==> config.mk <==
export PLATFORM = sky130hd
export DESIGN_NAME = bcd_adjust_unit
export DESIGN_NICKNAME = d
export VERILOG_FILES = /design/src/rtl/bcd_adj_pkg.sv /design/src/rtl/bcd_addsub_fix.sv /design/src/rtl/bcd_merge_widen.sv /design/src/rtl/bcd_div_const.sv /design/src/rtl/bcd_adjust_unit.sv
export SDC_FILE = /design/constraint.sdc
export NUM_CORES = 1
export LEC_CHECK = 0
export ABC_AREA = 1
export CAP_MARGIN = 20
export CORE_UTILIZATION = 50
export DETAILED_ROUTE_END_ITERATION = 8
export PLACE_DENSITY = 0.77
export SLEW_MARGIN = 20
export SYNTH_ARGS = -nofsm -noshare
export SYNTH_HDL_FRONTEND = slang
export SYNTH_SLANG_ARGS = --single-unit
==> constraint.sdc <==
create_clock -name clk -period 4.2 [get_ports clk]
set_input_delay 1.05 -clock clk [delete_from_list [all_inputs] [get_ports clk]]
set_output_delay 1.05 -clock clk [all_outputs]
set_load 0.1 [all_outputs]
==> src/rtl/bcd_adj_pkg.sv <==
package bcd_adj_pkg;
  localparam int BYTE_W = 8;
  localparam int WORD_W = 2 * BYTE_W;
  localparam int NIB_W  = 4;

  typedef enum logic [2:0] {
    OP_UADD  = 3'd0,
    OP_USUB  = 3'd1,
    OP_PADD  = 3'd2,
    OP_PSUB  = 3'd3,
    OP_SPLIT = 3'd4,
    OP_MERGE = 3'd5,
    OP_WIDB  = 3'd6,
    OP_WIDW  = 3'd7
  } adj_op_e;

  typedef struct packed {
    logic [BYTE_W-1:0] lo;
    logic [BYTE_W-1:0] hi;
    logic [WORD_W-1:0] ext;
    logic              cf;
    logic              pf;
    logic              af;
    logic              zf;
    logic              sf;
    logic              of;
  } adj_res_t;
endpackage

==> src/rtl/bcd_addsub_fix.sv <==
module bcd_addsub_fix
  import bcd_adj_pkg::*;
(
  input  adj_op_e           op,
  input  logic [BYTE_W-1:0] al,
  input  logic [BYTE_W-1:0] ah,
  input  logic [WORD_W-1:0] dx,
  input  logic              af_i,
  input  logic              cf_i,
  output adj_res_t          res
);
  localparam logic [NIB_W-1:0]  NIB_MAX  = NIB_W'(9);
  localparam logic [NIB_W-1:0]  NIB_FIX  = NIB_W'(6);
  localparam logic [BYTE_W-1:0] LO_FIX   = BYTE_W'(8'h06);
  localparam logic [BYTE_W-1:0] HI_FIX   = BYTE_W'(8'h60);
  localparam logic [BYTE_W-1:0] BYTE_MAX = BYTE_W'(8'h99);

  logic              lo_adj, hi_adj;
  logic [BYTE_W-1:0] pk_add, pk_sub, pk_val;

  assign lo_adj = (al[NIB_W-1:0] > NIB_MAX) || af_i;
  assign hi_adj = (al > BYTE_MAX) || cf_i;
  assign pk_add = al + (lo_adj ? LO_FIX : '0) + (hi_adj ? HI_FIX : '0);
  assign pk_sub = al - (lo_adj ? LO_FIX : '0) - (hi_adj ? HI_FIX : '0);
  assign pk_val = (op == OP_PSUB) ? pk_sub : pk_add;

  always_comb begin
    res     = '0;
    res.lo  = al;
    res.hi  = ah;
    res.ext = dx;
    case (op)
      OP_UADD, OP_USUB: begin
        if (lo_adj) begin
          res.lo[NIB_W-1:0] = (op == OP_UADD) ? (al[NIB_W-1:0] + NIB_FIX)
                                              : (al[NIB_W-1:0] - NIB_FIX);
          res.hi = (op == OP_UADD) ? (ah + 1'b1) : (ah - 1'b1);
          res.af = 1'b1;
          res.cf = 1'b1;
        end
        res.lo[BYTE_W-1:NIB_W] = '0;
      end
      OP_PADD, OP_PSUB: begin
        res.lo = pk_val;
        res.af = lo_adj;
        res.cf = hi_adj;
        res.sf = pk_val[BYTE_W-1];
        res.zf = (pk_val == '0);
        res.pf = ~^pk_val;
      end
      default: ;
    endcase
  end
endmodule

==> src/rtl/bcd_merge_widen.sv <==
module bcd_merge_widen
  import bcd_adj_pkg::*;
(
  input  adj_op_e           op,
  input  logic [BYTE_W-1:0] al,
  input  logic [BYTE_W-1:0] ah,
  input  logic [WORD_W-1:0] dx,
  input  logic              af_i,
  input  logic              cf_i,
  output adj_res_t          res
);
  logic [BYTE_W-1:0] merged;
  logic [BYTE_W-1:0] fill_b;
  logic [WORD_W-1:0] fill_w;

  // ten times the high digit is eight times plus two times
  assign merged = (ah << 3) + (ah << 1) + al;

  for (genvar i = 0; i < BYTE_W; i++) begin : g_fill_b
    assign fill_b[i] = al[BYTE_W-1];
  end
  for (genvar j = 0; j < WORD_W; j++) begin : g_fill_w
    assign fill_w[j] = ah[BYTE_W-1];
  end

  always_comb begin
    res     = '0;
    res.lo  = al;
    res.hi  = ah;
    res.ext = dx;
    case (op)
      OP_MERGE: begin
        res.lo = merged;
        res.hi = '0;
        res.sf = merged[BYTE_W-1];
        res.zf = (merged == '0);
        res.pf = ~^merged;
      end
      OP_WIDB: begin
        res.hi = fill_b;
        res.af = af_i;
        res.cf = cf_i;
      end
      OP_WIDW: begin
        res.ext = fill_w;
        res.af  = af_i;
        res.cf  = cf_i;
      end
      default: ;
    endcase
  end
endmodule

==> src/rtl/bcd_div_const.sv <==
module bcd_div_const #(
  parameter int W       = 8,
  parameter int DIVISOR = 10
) (
  input  logic         clk,
  input  logic         rst,
  input  logic         go,
  input  logic [W-1:0] dividend,
  output logic         valid,
  output logic [W-1:0] quot,
  output logic [W-1:0] rem
);
  localparam int CW = $clog2(W + 1);
  localparam logic [W:0] DIV_V = (W+1)'(DIVISOR);

  logic [CW-1:0] steps;
  logic          active;
  logic [W:0]    trial;
  logic          fits;

  assign trial = {rem, quot[W-1]};
  assign fits  = (trial >= DIV_V);

  always_ff @(posedge clk) begin
    if (rst) begin
      steps  <= '0;
      active <= 1'b0;
      valid  <= 1'b0;
      quot   <= '0;
      rem    <= '0;
    end else begin
      valid <= 1'b0;
      if (go) begin
        quot   <= dividend;
        rem    <= '0;
        steps  <= CW'(W);
        active <= 1'b1;
      end else if (active) begin
        rem   <= fits ? W'(trial - DIV_V) : trial[W-1:0];
        quot  <= {quot[W-2:0], fits};
        steps <= steps - 1'b1;
        if (steps == CW'(1)) begin
          active <= 1'b0;
          valid  <= 1'b1;
        end
      end
    end
  end
endmodule

==> src/rtl/bcd_adjust_unit.sv <==
module bcd_adjust_unit
  import bcd_adj_pkg::*;
(
  input  logic        clk,
  input  logic        rst,
  input  logic        start,
  input  logic [2:0]  op,
  input  logic [7:0]  al_in,
  input  logic [7:0]  ah_in,
  input  logic [15:0] dx_in,
  input  logic        af_in,
  input  logic        cf_in,
  output logic        busy,
  output logic        done,
  output logic [7:0]  al_out,
  output logic [7:0]  ah_out,
  output logic [15:0] dx_out,
  output logic        cf_out,
  output logic        pf_out,
  output logic        af_out,
  output logic        zf_out,
  output logic        sf_out,
  output logic        of_out
);
  adj_op_e     op_e;
  logic        accept, div_go, div_valid;
  adj_res_t    res_fix, res_mw, res_sel;
  logic [BYTE_W-1:0] div_q, div_r;
  logic [WORD_W-1:0] dx_keep;

  assign op_e   = adj_op_e'(op);
  assign accept = start && !busy;
  assign div_go = accept && (op_e == OP_SPLIT);

  bcd_addsub_fix u_fix (
    .op(op_e), .al(al_in), .ah(ah_in), .dx(dx_in),
    .af_i(af_in), .cf_i(cf_in), .res(res_fix)
  );

  bcd_merge_widen u_mw (
    .op(op_e), .al(al_in), .ah(ah_in), .dx(dx_in),
    .af_i(af_in), .cf_i(cf_in), .res(res_mw)
  );

  bcd_div_const #(.W(BYTE_W), .DIVISOR(10)) u_div (
    .clk(clk), .rst(rst), .go(div_go), .dividend(al_in),
    .valid(div_valid), .quot(div_q), .rem(div_r)
  );

  assign res_sel = (op_e inside {OP_UADD, OP_USUB, OP_PADD, OP_PSUB}) ? res_fix : res_mw;

  always_ff @(posedge clk) begin
    if (rst) begin
      busy    <= 1'b0;
      done    <= 1'b0;
      al_out  <= '0;
      ah_out  <= '0;
      dx_out  <= '0;
      dx_keep <= '0;
      cf_out  <= 1'b0;
      pf_out  <= 1'b0;
      af_out  <= 1'b0;
      zf_out  <= 1'b0;
      sf_out  <= 1'b0;
      of_out  <= 1'b0;
    end else begin
      done <= 1'b0;
      if (div_go) begin
        busy    <= 1'b1;
        dx_keep <= dx_in;
      end else if (accept) begin
        done   <= 1'b1;
        al_out <= res_sel.lo;
        ah_out <= res_sel.hi;
        dx_out <= res_sel.ext;
        cf_out <= res_sel.cf;
        pf_out <= res_sel.pf;
        af_out <= res_sel.af;
        zf_out <= res_sel.zf;
        sf_out <= res_sel.sf;
        of_out <= res_sel.of;
      end else if (div_valid) begin
        busy   <= 1'b0;
        done   <= 1'b1;
        al_out <= div_r;
        ah_out <= div_q;
        dx_out <= dx_keep;
        cf_out <= 1'b0;
        af_out <= 1'b0;
        of_out <= 1'b0;
        sf_out <= div_r[BYTE_W-1];
        zf_out <= (div_r == '0);
        pf_out <= ~^div_r;
      end
    end
  end
endmodule

==> impl_metrics.xml, run 1 <==
<?xml version="1.0" encoding="UTF-8"?>
<metrics>
  <group name="placed_design">
    <metric name="place.gp.congestion" unit="">0.941</metric>
    <metric name="post-place-ws" unit="ns">-0.290</metric>
    <metric name="area_after_detailed_placement" unit="um2">6570</metric>
    <metric name="place.port_buffers" unit="">78</metric>
    <metric name="detailedPlacementHpwl" unit="mm">12.0</metric>
  </group>
  <group name="power_and_ir_drop">
    <metric name="netSwitchingFraction" unit="%">39.2</metric>
    <metric name="power.combinational.fraction" unit="%">38.9</metric>
    <metric name="p_switching" unit="uW">919</metric>
    <metric name="seq_pwr_share" unit="%">34.0</metric>
    <metric name="ir_worst_vdd" unit="mV">0.210</metric>
    <metric name="leakage" unit="nW">2.98</metric>
    <metric name="pwr-share-clk" unit="%">27.1</metric>
    <metric name="powerDensity" unit="nW/um2">343</metric>
    <metric name="power.internal" unit="mW">1.42</metric>
  </group>
  <group name="critical_path">
    <metric name="worst-path-buf-inv" unit="">2</metric>
    <metric name="critPathCaptureType" unit="">register</metric>
    <metric name="cp_slowest_cell" unit="">fa_1</metric>
    <metric name="worst-endpoint-required" unit="ns">4.43</metric>
    <metric name="criticalPathCategory" unit="">in -&gt; reg</metric>
    <metric name="timing.reg2reg.worst_path_depth" unit="">5</metric>
    <metric name="worst_path_dominant_cell_family" unit="">adder cells</metric>
    <metric name="crit_arrival" unit="ns">4.16</metric>
    <metric name="path_max_fanout" unit="">3</metric>
    <metric name="cp_common_cell" unit="">nand2_1</metric>
    <metric name="critPathMaxStageDelay" unit="ns">0.52</metric>
    <metric name="worstPathCellList" unit="">clkdlybuf4s50_1, buf_4, fa_1, ha_1, a21oi_1, o21ai_0, nor2_1, nand2_1, nand2_1, ha_1, xnor2_1, xor2_1, o22ai_1, nand2_1, a31oi_1</metric>
    <metric name="startpoint_type" unit="">primary input</metric>
    <metric name="critical_path_cell_count" unit="">15</metric>
  </group>
  <group name="detailed_routing">
    <metric name="dr.first_iter.drc_count" unit="">481</metric>
    <metric name="via_density_per_instance" unit="">5.62</metric>
    <metric name="dr.pass1.iters" unit="">5</metric>
    <metric name="drt-total-wl" unit="mm">16.0</metric>
    <metric name="routed_wire_length_per_instance" unit="um">15.8</metric>
    <metric name="ant_nets" unit="">0</metric>
    <metric name="drc" unit="">0</metric>
    <metric name="via_count" unit="">5684</metric>
  </group>
  <group name="logic_synthesis">
    <metric name="synthDominantAreaCellType" unit="">dfxtp_1</metric>
    <metric name="synth_largest_type_area_fraction" unit="%">27.9</metric>
    <metric name="post_synth_edffs" unit="">0</metric>
    <metric name="synth_nets" unit="">870</metric>
    <metric name="synth-seq-area-share" unit="%">27.9</metric>
    <metric name="dominantRegCellSynth" unit="">dfxtp_1</metric>
    <metric name="synth_async_sr_flop_share" unit="%">0</metric>
    <metric name="synthesis.instances" unit="">775</metric>
    <metric name="ys_types" unit="">50</metric>
    <metric name="synthesis.area_per_instance" unit="um2">7.14</metric>
    <metric name="synth.ff_latch_count" unit="">77</metric>
    <metric name="yosysWarnings" unit="">0</metric>
    <metric name="synth.area.top_cells" unit="">dfxtp_1 28%, ha_1 11%, nand2_1 9.3%, o21ai_0 7.8%, a21oi_1 7.4%</metric>
    <metric name="netlist_area" unit="um2">5530</metric>
  </group>
  <group name="clock_network">
    <metric name="path_clk_slew" unit="ns">0.09</metric>
    <metric name="clock_sinks" unit="">77</metric>
    <metric name="insertion_delay" unit="ns">0.36</metric>
    <metric name="ctsRootBufferMaster" unit="">clkbuf_8</metric>
    <metric name="cts_buffer_depth" unit="">2</metric>
    <metric name="ctsHoldBuffers" unit="">0</metric>
    <metric name="h-tree-depth" unit="">3</metric>
    <metric name="numCtsBuffers" unit="">9</metric>
    <metric name="tritoncts" unit="">yes</metric>
  </group>
  <group name="cells_and_area">
    <metric name="layout.nets" unit="">961</metric>
    <metric name="leading_cell_types_in_the_layout_fill_and_taps_excluded" unit="">137 x nand2_1, 85 x o21ai_0, 82 x a21oi_1, 77 x dfxtp_1, 76 x clkdlybuf4s50_1</metric>
    <metric name="layout_commonest_cell" unit="">nand2_1</metric>
    <metric name="diode_count" unit="">0</metric>
    <metric name="syn_to_final_growth" unit="%">23.4</metric>
    <metric name="layout.cell_area.non_filler" unit="um2">6820</metric>
    <metric name="post_route_cells_drive_above_1_share" unit="%">10.4</metric>
  </group>
  <group name="timing">
    <metric name="postLayoutSetupSlackWorst" unit="ns">0.274</metric>
    <metric name="max_slew_margin_vs_limit" unit="%">32.2</metric>
    <metric name="worstMarginPinSlew" unit="ns">1.01</metric>
    <metric name="max_fclk" unit="MHz">255</metric>
    <metric name="finalHoldWorstSlack" unit="ns">0.471</metric>
    <metric name="grt_setup_unrepaired" unit="">no</metric>
    <metric name="finalSetupViolations" unit="">0</metric>
    <metric name="timing.setup.tns" unit="ns">0</metric>
    <metric name="finalHoldViolCount" unit="">0</metric>
    <metric name="slew_viol_final" unit="">0</metric>
    <metric name="clock_period_minus_final_worst_setup_slack" unit="ns">3.93</metric>
    <metric name="finClkSkew" unit="ns">0.0209</metric>
    <metric name="layout_worst_path_cycle_share" unit="%">93.5</metric>
  </group>
  <group name="run_status">
    <metric name="outcome" unit="">completed</metric>
  </group>
  <group name="global_route">
    <metric name="grt_util_met2" unit="%">48.0</metric>
    <metric name="use_met1" unit="%">37.3</metric>
    <metric name="largest_net_degree_at_the_start_of_global_routing" unit="">36</metric>
    <metric name="global_route.peak_usage_layer" unit="">met2</metric>
    <metric name="first_global_vias" unit="">5484</metric>
    <metric name="global_route.usage.met3" unit="%">4.44</metric>
    <metric name="antenna_found_initial" unit="">0</metric>
    <metric name="grt_first_pass_wirelength" unit="mm">26.0</metric>
    <metric name="grt.total_usage" unit="%">28.4</metric>
    <metric name="global_route.overflow_total" unit="">0</metric>
  </group>
  <group name="die">
    <metric name="die_height" unit="um">107</metric>
    <metric name="die_area" unit="um2">11500</metric>
    <metric name="start_util" unit="%">51.2</metric>
    <metric name="placement_rows" unit="">38</metric>
    <metric name="placeableCoreArea" unit="um2">10800</metric>
    <metric name="io_pins" unit="">80</metric>
    <metric name="die_w" unit="um">107</metric>
  </group>
  <group name="worst_hold_path">
    <metric name="hold_path_depth" unit="">2</metric>
    <metric name="hp-class" unit="">reg -&gt; reg</metric>
  </group>
  <group name="run">
    <metric name="number_of_maximum_capacitance_constraint_violations" unit="">0</metric>
  </group>
</metrics>
[cells in the mapped netlist (4+ instances only)]
cell and number:
a31oi_1 11, inv_1 70, nand4_1 6, o211ai_1 4, buf_4 4, a21oi_1 82, ha_1 47, inv_2 9
o21ai_1 19, o21ai_0 86, xnor2_1 16, clkbuf_1 13, fa_1 8, xor2_1 12, nand3_1 66, buf_2 11
dfxtp_1 77, nor2_1 45, buf_6 4, nor2_2 4, nand2_1 137
[stage by stage]
step | total power [mW] | instances | utilization [%]
CTS | 2.33 | 1011 | 62.9
global route | 2.47 | 1011 | 63.2
finish | 2.34 | 1011 | 63.2
floorplan | 1.45 | 775 | -
global placement | 1.69 | 995 | 60.8
detailed placement | 1.71 | 995 | 60.8
[path summary, 6_finish.rpt]
path | start | end | slack, ns
worst max-delay path | al_in[6] | pf_out | 0.27
worst min-delay path | sf_out | sf_out | 0.47
worst max register to register | u_div.active | u_div.steps[3] | 1.86
worst min register to register | sf_out | sf_out | 0.47
[worst min-delay path: stages, from the launching register on]
cell	delay [ns]
dfxtp_1	0.32
nand2_1	0.06
a21oi_1	0.05
[layout make-up]
| cell class | count | area, um2 |
|---|---|---|
| clock buffers | 10 | 128 |
| well taps | 140 | 175 |
| clock inverters | 6 | 93.8 |
| inverters | 82 | 315 |
| flip-flops and latches | 77 | 1540 |
| repair buffers | 113 | 1050 |
| fillers | 959 | 3970 |
| multi-input cells | 583 | 3520 |
[power groups by stage]
stage	clock, mW	combinational (mW)	sequential, mW
finish	0.634	0.911	0.798
global route	0.677	0.992	0.802
CTS	0.636	0.900	0.797
detailed placement	0	0.897	0.813
global placement	0	0.875	0.812
floorplan	0	0.445	1.01
[state kept, by name (all words and copies together), names as in the netlist, 4 cells and up]
| register | count |
|---|---|
| ah_out | 8 |
| al_out | 8 |
| dx_keep | 16 |
| dx_out | 16 |
| u_div.quot | 8 |
| u_div.rem | 8 |
| u_div.steps | 4 |
[timing repair]
| action | CTS | global route |
|---|---|---|
| endpoints found under the setup margin | 0 | 2 |
| buffers inserted | 0 | 0 |
| gates resized for setup | 0 | 8 |
[logic make-up (layout without fill, tap and decap cells)]
| group | count (synthesis) | in the layout | share of synthesized area [%] |
|---|---|---|---|
| AOI/OAI and AO/OA | 219 | 219 | 21.3 |
| xor gates and xnor gates | 29 | 29 | 4.73 |
| adders and majority gates | 55 | 55 | 13.5 |
| buffers and inverters | 115 | 211 | 9.03 |
| DFF | 77 | 77 | 27.9 |
| muxes | 1 | 1 | 0.181 |
| other | 1 | 1 | 0.0678 |
| and+or+nand+nor | 278 | 278 | 23.3 |
[layer usage]
metal / wire (um) / share of wire, %
met1: 6960 / 44
met2: 7750 / 49
met3: 1010 / 6.4
met4: 236 / 1.5
met5: 0 / 0
No activity file was read; power rests on OpenSTA's default activity.
==> run 2: changes to the inputs <==
==> constraint.sdc (replaced) <==
create_clock -name clk -period 4.2 [get_ports clk]
set_input_delay 1.05 -clock clk [delete_from_list [all_inputs] [get_ports clk]]
set_output_delay 1.05 -clock clk [all_outputs]
set_load 0.02 [all_outputs]
==> results of run 2 <==
The final DEF is identical to that of run 1. Status: completed.
Among the figures that moved: total power 2.34 mW -> 2.17 mW; worst IR drop on VDD 0.210 mV -> 0.203 mV
==> run 3: changes to the inputs <==
--- a/config.mk
+++ b/config.mk
@@ -7,9 +7,10 @@
 export LEC_CHECK = 0
 export ABC_AREA = 1
 export CAP_MARGIN = 20
-export CORE_UTILIZATION = 50
+export CORE_ASPECT_RATIO = 1.1
+export CORE_UTILIZATION = 56
 export DETAILED_ROUTE_END_ITERATION = 8
-export PLACE_DENSITY = 0.77
+export PLACE_DENSITY = 0.85
 export SLEW_MARGIN = 20
 export SYNTH_ARGS = -nofsm -noshare
 export SYNTH_HDL_FRONTEND = slang
==> run 3 against run 2 <==
Cell count shrank 1.8%. Hold slack gained 0.0078 ns. Via count grew 0.76%. Clock skew shrank 0.010 ns. Clock-buffer cell count is the same.
==> impl_metrics.xml, run 3 (synthesis gave the netlist of run 1 again) <==
<?xml version="1.0" encoding="UTF-8"?>
<metrics>
  <group name="run_status">
    <metric name="outcome" unit="">completed</metric>
  </group>
  <group name="power_and_ir_drop">
    <metric name="ir_worst_vdd" unit="mV">0.147</metric>
    <metric name="leakage" unit="nW">3.00</metric>
    <metric name="power.combinational.fraction" unit="%">34.3</metric>
    <metric name="p_switching" unit="uW">725</metric>
    <metric name="totalPowerFinal" unit="mW">2.15</metric>
    <metric name="power.internal" unit="mW">1.43</metric>
    <metric name="netSwitchingFraction" unit="%">33.7</metric>
    <metric name="pwr-share-clk" unit="%">28.7</metric>
    <metric name="powerDensity" unit="nW/um2">313</metric>
    <metric name="seq_pwr_share" unit="%">37.0</metric>
  </group>
  <group name="detailed_routing">
    <metric name="via_density_per_instance" unit="">5.77</metric>
    <metric name="drc" unit="">0</metric>
    <metric name="drt-total-wl" unit="mm">15.4</metric>
    <metric name="routed_wire_length_per_instance" unit="um">15.6</metric>
    <metric name="ant_nets" unit="">0</metric>
    <metric name="via_count" unit="">5727</metric>
    <metric name="dr.pass1.iters" unit="">5</metric>
    <metric name="dr.first_iter.drc_count" unit="">414</metric>
  </group>
  <group name="clock_network">
    <metric name="ctsRootBufferMaster" unit="">clkbuf_8</metric>
    <metric name="clock_sinks" unit="">77</metric>
    <metric name="tritoncts" unit="">yes</metric>
    <metric name="path_clk_slew" unit="ns">0.08</metric>
    <metric name="h-tree-depth" unit="">3</metric>
    <metric name="ctsHoldBuffers" unit="">0</metric>
    <metric name="numCtsBuffers" unit="">9</metric>
    <metric name="cts_buffer_depth" unit="">2</metric>
    <metric name="insertion_delay" unit="ns">0.37</metric>
  </group>
  <group name="timing">
    <metric name="finalHoldWorstSlack" unit="ns">0.479</metric>
    <metric name="worstMarginPinSlew" unit="ns">0.931</metric>
    <metric name="slew_viol_final" unit="">0</metric>
    <metric name="finClkSkew" unit="ns">0.0105</metric>
    <metric name="finalHoldViolCount" unit="">0</metric>
    <metric name="finalSetupViolations" unit="">0</metric>
    <metric name="layout_worst_path_cycle_share" unit="%">90.8</metric>
    <metric name="max_slew_margin_vs_limit" unit="%">37.9</metric>
    <metric name="clock_period_minus_final_worst_setup_slack" unit="ns">3.81</metric>
    <metric name="grt_setup_unrepaired" unit="">no</metric>
    <metric name="max_fclk" unit="MHz">262</metric>
  </group>
  <group name="critical_path">
    <metric name="startpoint_type" unit="">primary input</metric>
    <metric name="crit_arrival" unit="ns">4.11</metric>
    <metric name="path_max_fanout" unit="">3</metric>
    <metric name="worst-endpoint-required" unit="ns">4.50</metric>
    <metric name="criticalPathCategory" unit="">in -&gt; reg</metric>
    <metric name="critPathCaptureType" unit="">register</metric>
  </group>
  <group name="die">
    <metric name="die_height" unit="um">106</metric>
    <metric name="start_util" unit="%">58.3</metric>
    <metric name="io_pins" unit="">80</metric>
    <metric name="placement_rows" unit="">37</metric>
    <metric name="placeableCoreArea" unit="um2">9490</metric>
    <metric name="die_area" unit="um2">10300</metric>
    <metric name="die_w" unit="um">96.8</metric>
  </group>
  <group name="global_route">
    <metric name="largest_net_degree_at_the_start_of_global_routing" unit="">36</metric>
    <metric name="first_global_vias" unit="">5543</metric>
    <metric name="antenna_found_initial" unit="">0</metric>
    <metric name="grt.total_usage" unit="%">30.9</metric>
    <metric name="grt_first_pass_wirelength" unit="mm">26.0</metric>
    <metric name="global_route.overflow_total" unit="">0</metric>
  </group>
  <group name="cells_and_area">
    <metric name="diode_count" unit="">0</metric>
    <metric name="post_route_cells_drive_above_1_share" unit="%">12.0</metric>
    <metric name="syn_to_final_growth" unit="%">24.0</metric>
    <metric name="filler_cell_count" unit="">778</metric>
    <metric name="layout.nets" unit="">966</metric>
    <metric name="leading_cell_types_in_the_layout_fill_and_taps_excluded" unit="">133 x nand2_1, 85 x o21ai_0, 82 x a21oi_1, 77 x dfxtp_1, 76 x clkdlybuf4s50_1</metric>
    <metric name="reg_top3" unit="">dx_keep x16, dx_out x16</metric>
    <metric name="layout_commonest_cell" unit="">nand2_1</metric>
  </group>
  <group name="placed_design">
    <metric name="place.gp.congestion" unit="">0.894</metric>
    <metric name="detailedPlacementHpwl" unit="mm">11.6</metric>
    <metric name="place.port_buffers" unit="">78</metric>
  </group>
  <group name="worst_hold_path">
    <metric name="hp-class" unit="">reg -&gt; reg</metric>
  </group>
  <group name="run">
    <metric name="number_of_maximum_capacitance_constraint_violations" unit="">0</metric>
  </group>
</metrics>
run 3: critical path, stage by stage:
cell	delay [ns]
clkdlybuf4s50_1	0.48
inv_1	0.06
o21ai_2	0.07
nand2_2	0.09
o211ai_1	0.20
nand2_1	0.09
nand2_2	0.11
ha_4	0.21
inv_4	0.06
ha_4	0.20
nand2_1	0.08
nor2_1	0.05
nor2_1	0.13
nand2_1	0.07
nand2_1	0.08
nand3_2	0.08
nand2_1	0.09
ha_1	0.23
xor2_1	0.17
xnor2_1	0.12
o22ai_1	0.16
nand2_1	0.06
a31oi_1	0.15
run 3: metrics by stage:
step                std cells  TNS (ns)  util [%]  setup slack [ns]  area (um2)
floorplan                 775         0         -             0.312        5530
global placement          976    -0.321      69.2            -0.238        6570
detailed placement        976    -0.690      69.2            -0.426        6570
CTS                       992         0      71.5            0.0334        6780
global route              993         0      72.3            0.0989        6860
finish                    993         0      72.3             0.388        6860
run 3: final timing paths:
kind              depth (start not counted)       from   endpoint  slack [ns]
setup / recovery                         23   al_in[2]     pf_out        0.39
hold / removal                            2  dx_out[1]  dx_out[1]        0.48
setup reg to reg                          6       busy  al_out[7]        2.05
hold reg to reg                           2  dx_out[1]  dx_out[1]        0.48
run 3: power by group through the flow:
stage	clock network, mW	logic (mW)	registers [mW]
floorplan	0	0.441	0.841
global placement	0	0.700	0.809
detailed placement	0	0.715	0.811
CTS	0.617	0.721	0.794
global route	0.651	0.817	0.799
finish	0.617	0.738	0.795
run 3: timing repair:
| item | in CTS | in global routing |
|---|---|---|
| pin swaps | 0 | 16 |
| endpoints found under the hold margin | 0 | 0 |
| setup buffers | 0 | 1 |
| resized for setup | 1 | 17 |
| endpoints found under the setup margin | 1 | 2 |
run 3: metal layers:
layer	vias up	part of all wire [%]	global-route usage, %
met5	-	0	0
met4	0	2.6	13.1
met3	42	6.2	5.39
met2	222	50	53.6
met1	2669	41	37.6
li1	2794	-	-
run 3: area by class of cell:
class	count	area [um2]	area share, %
clock buffers	10	128	1.86
clock inverters	6	87.6	1.28
inverters	82	318	4.63
multi-input cells	583	3550	51.8
flip-flops and latches	77	1540	22.5
well taps	117	146	2.13
repair buffers	118	1090	15.8
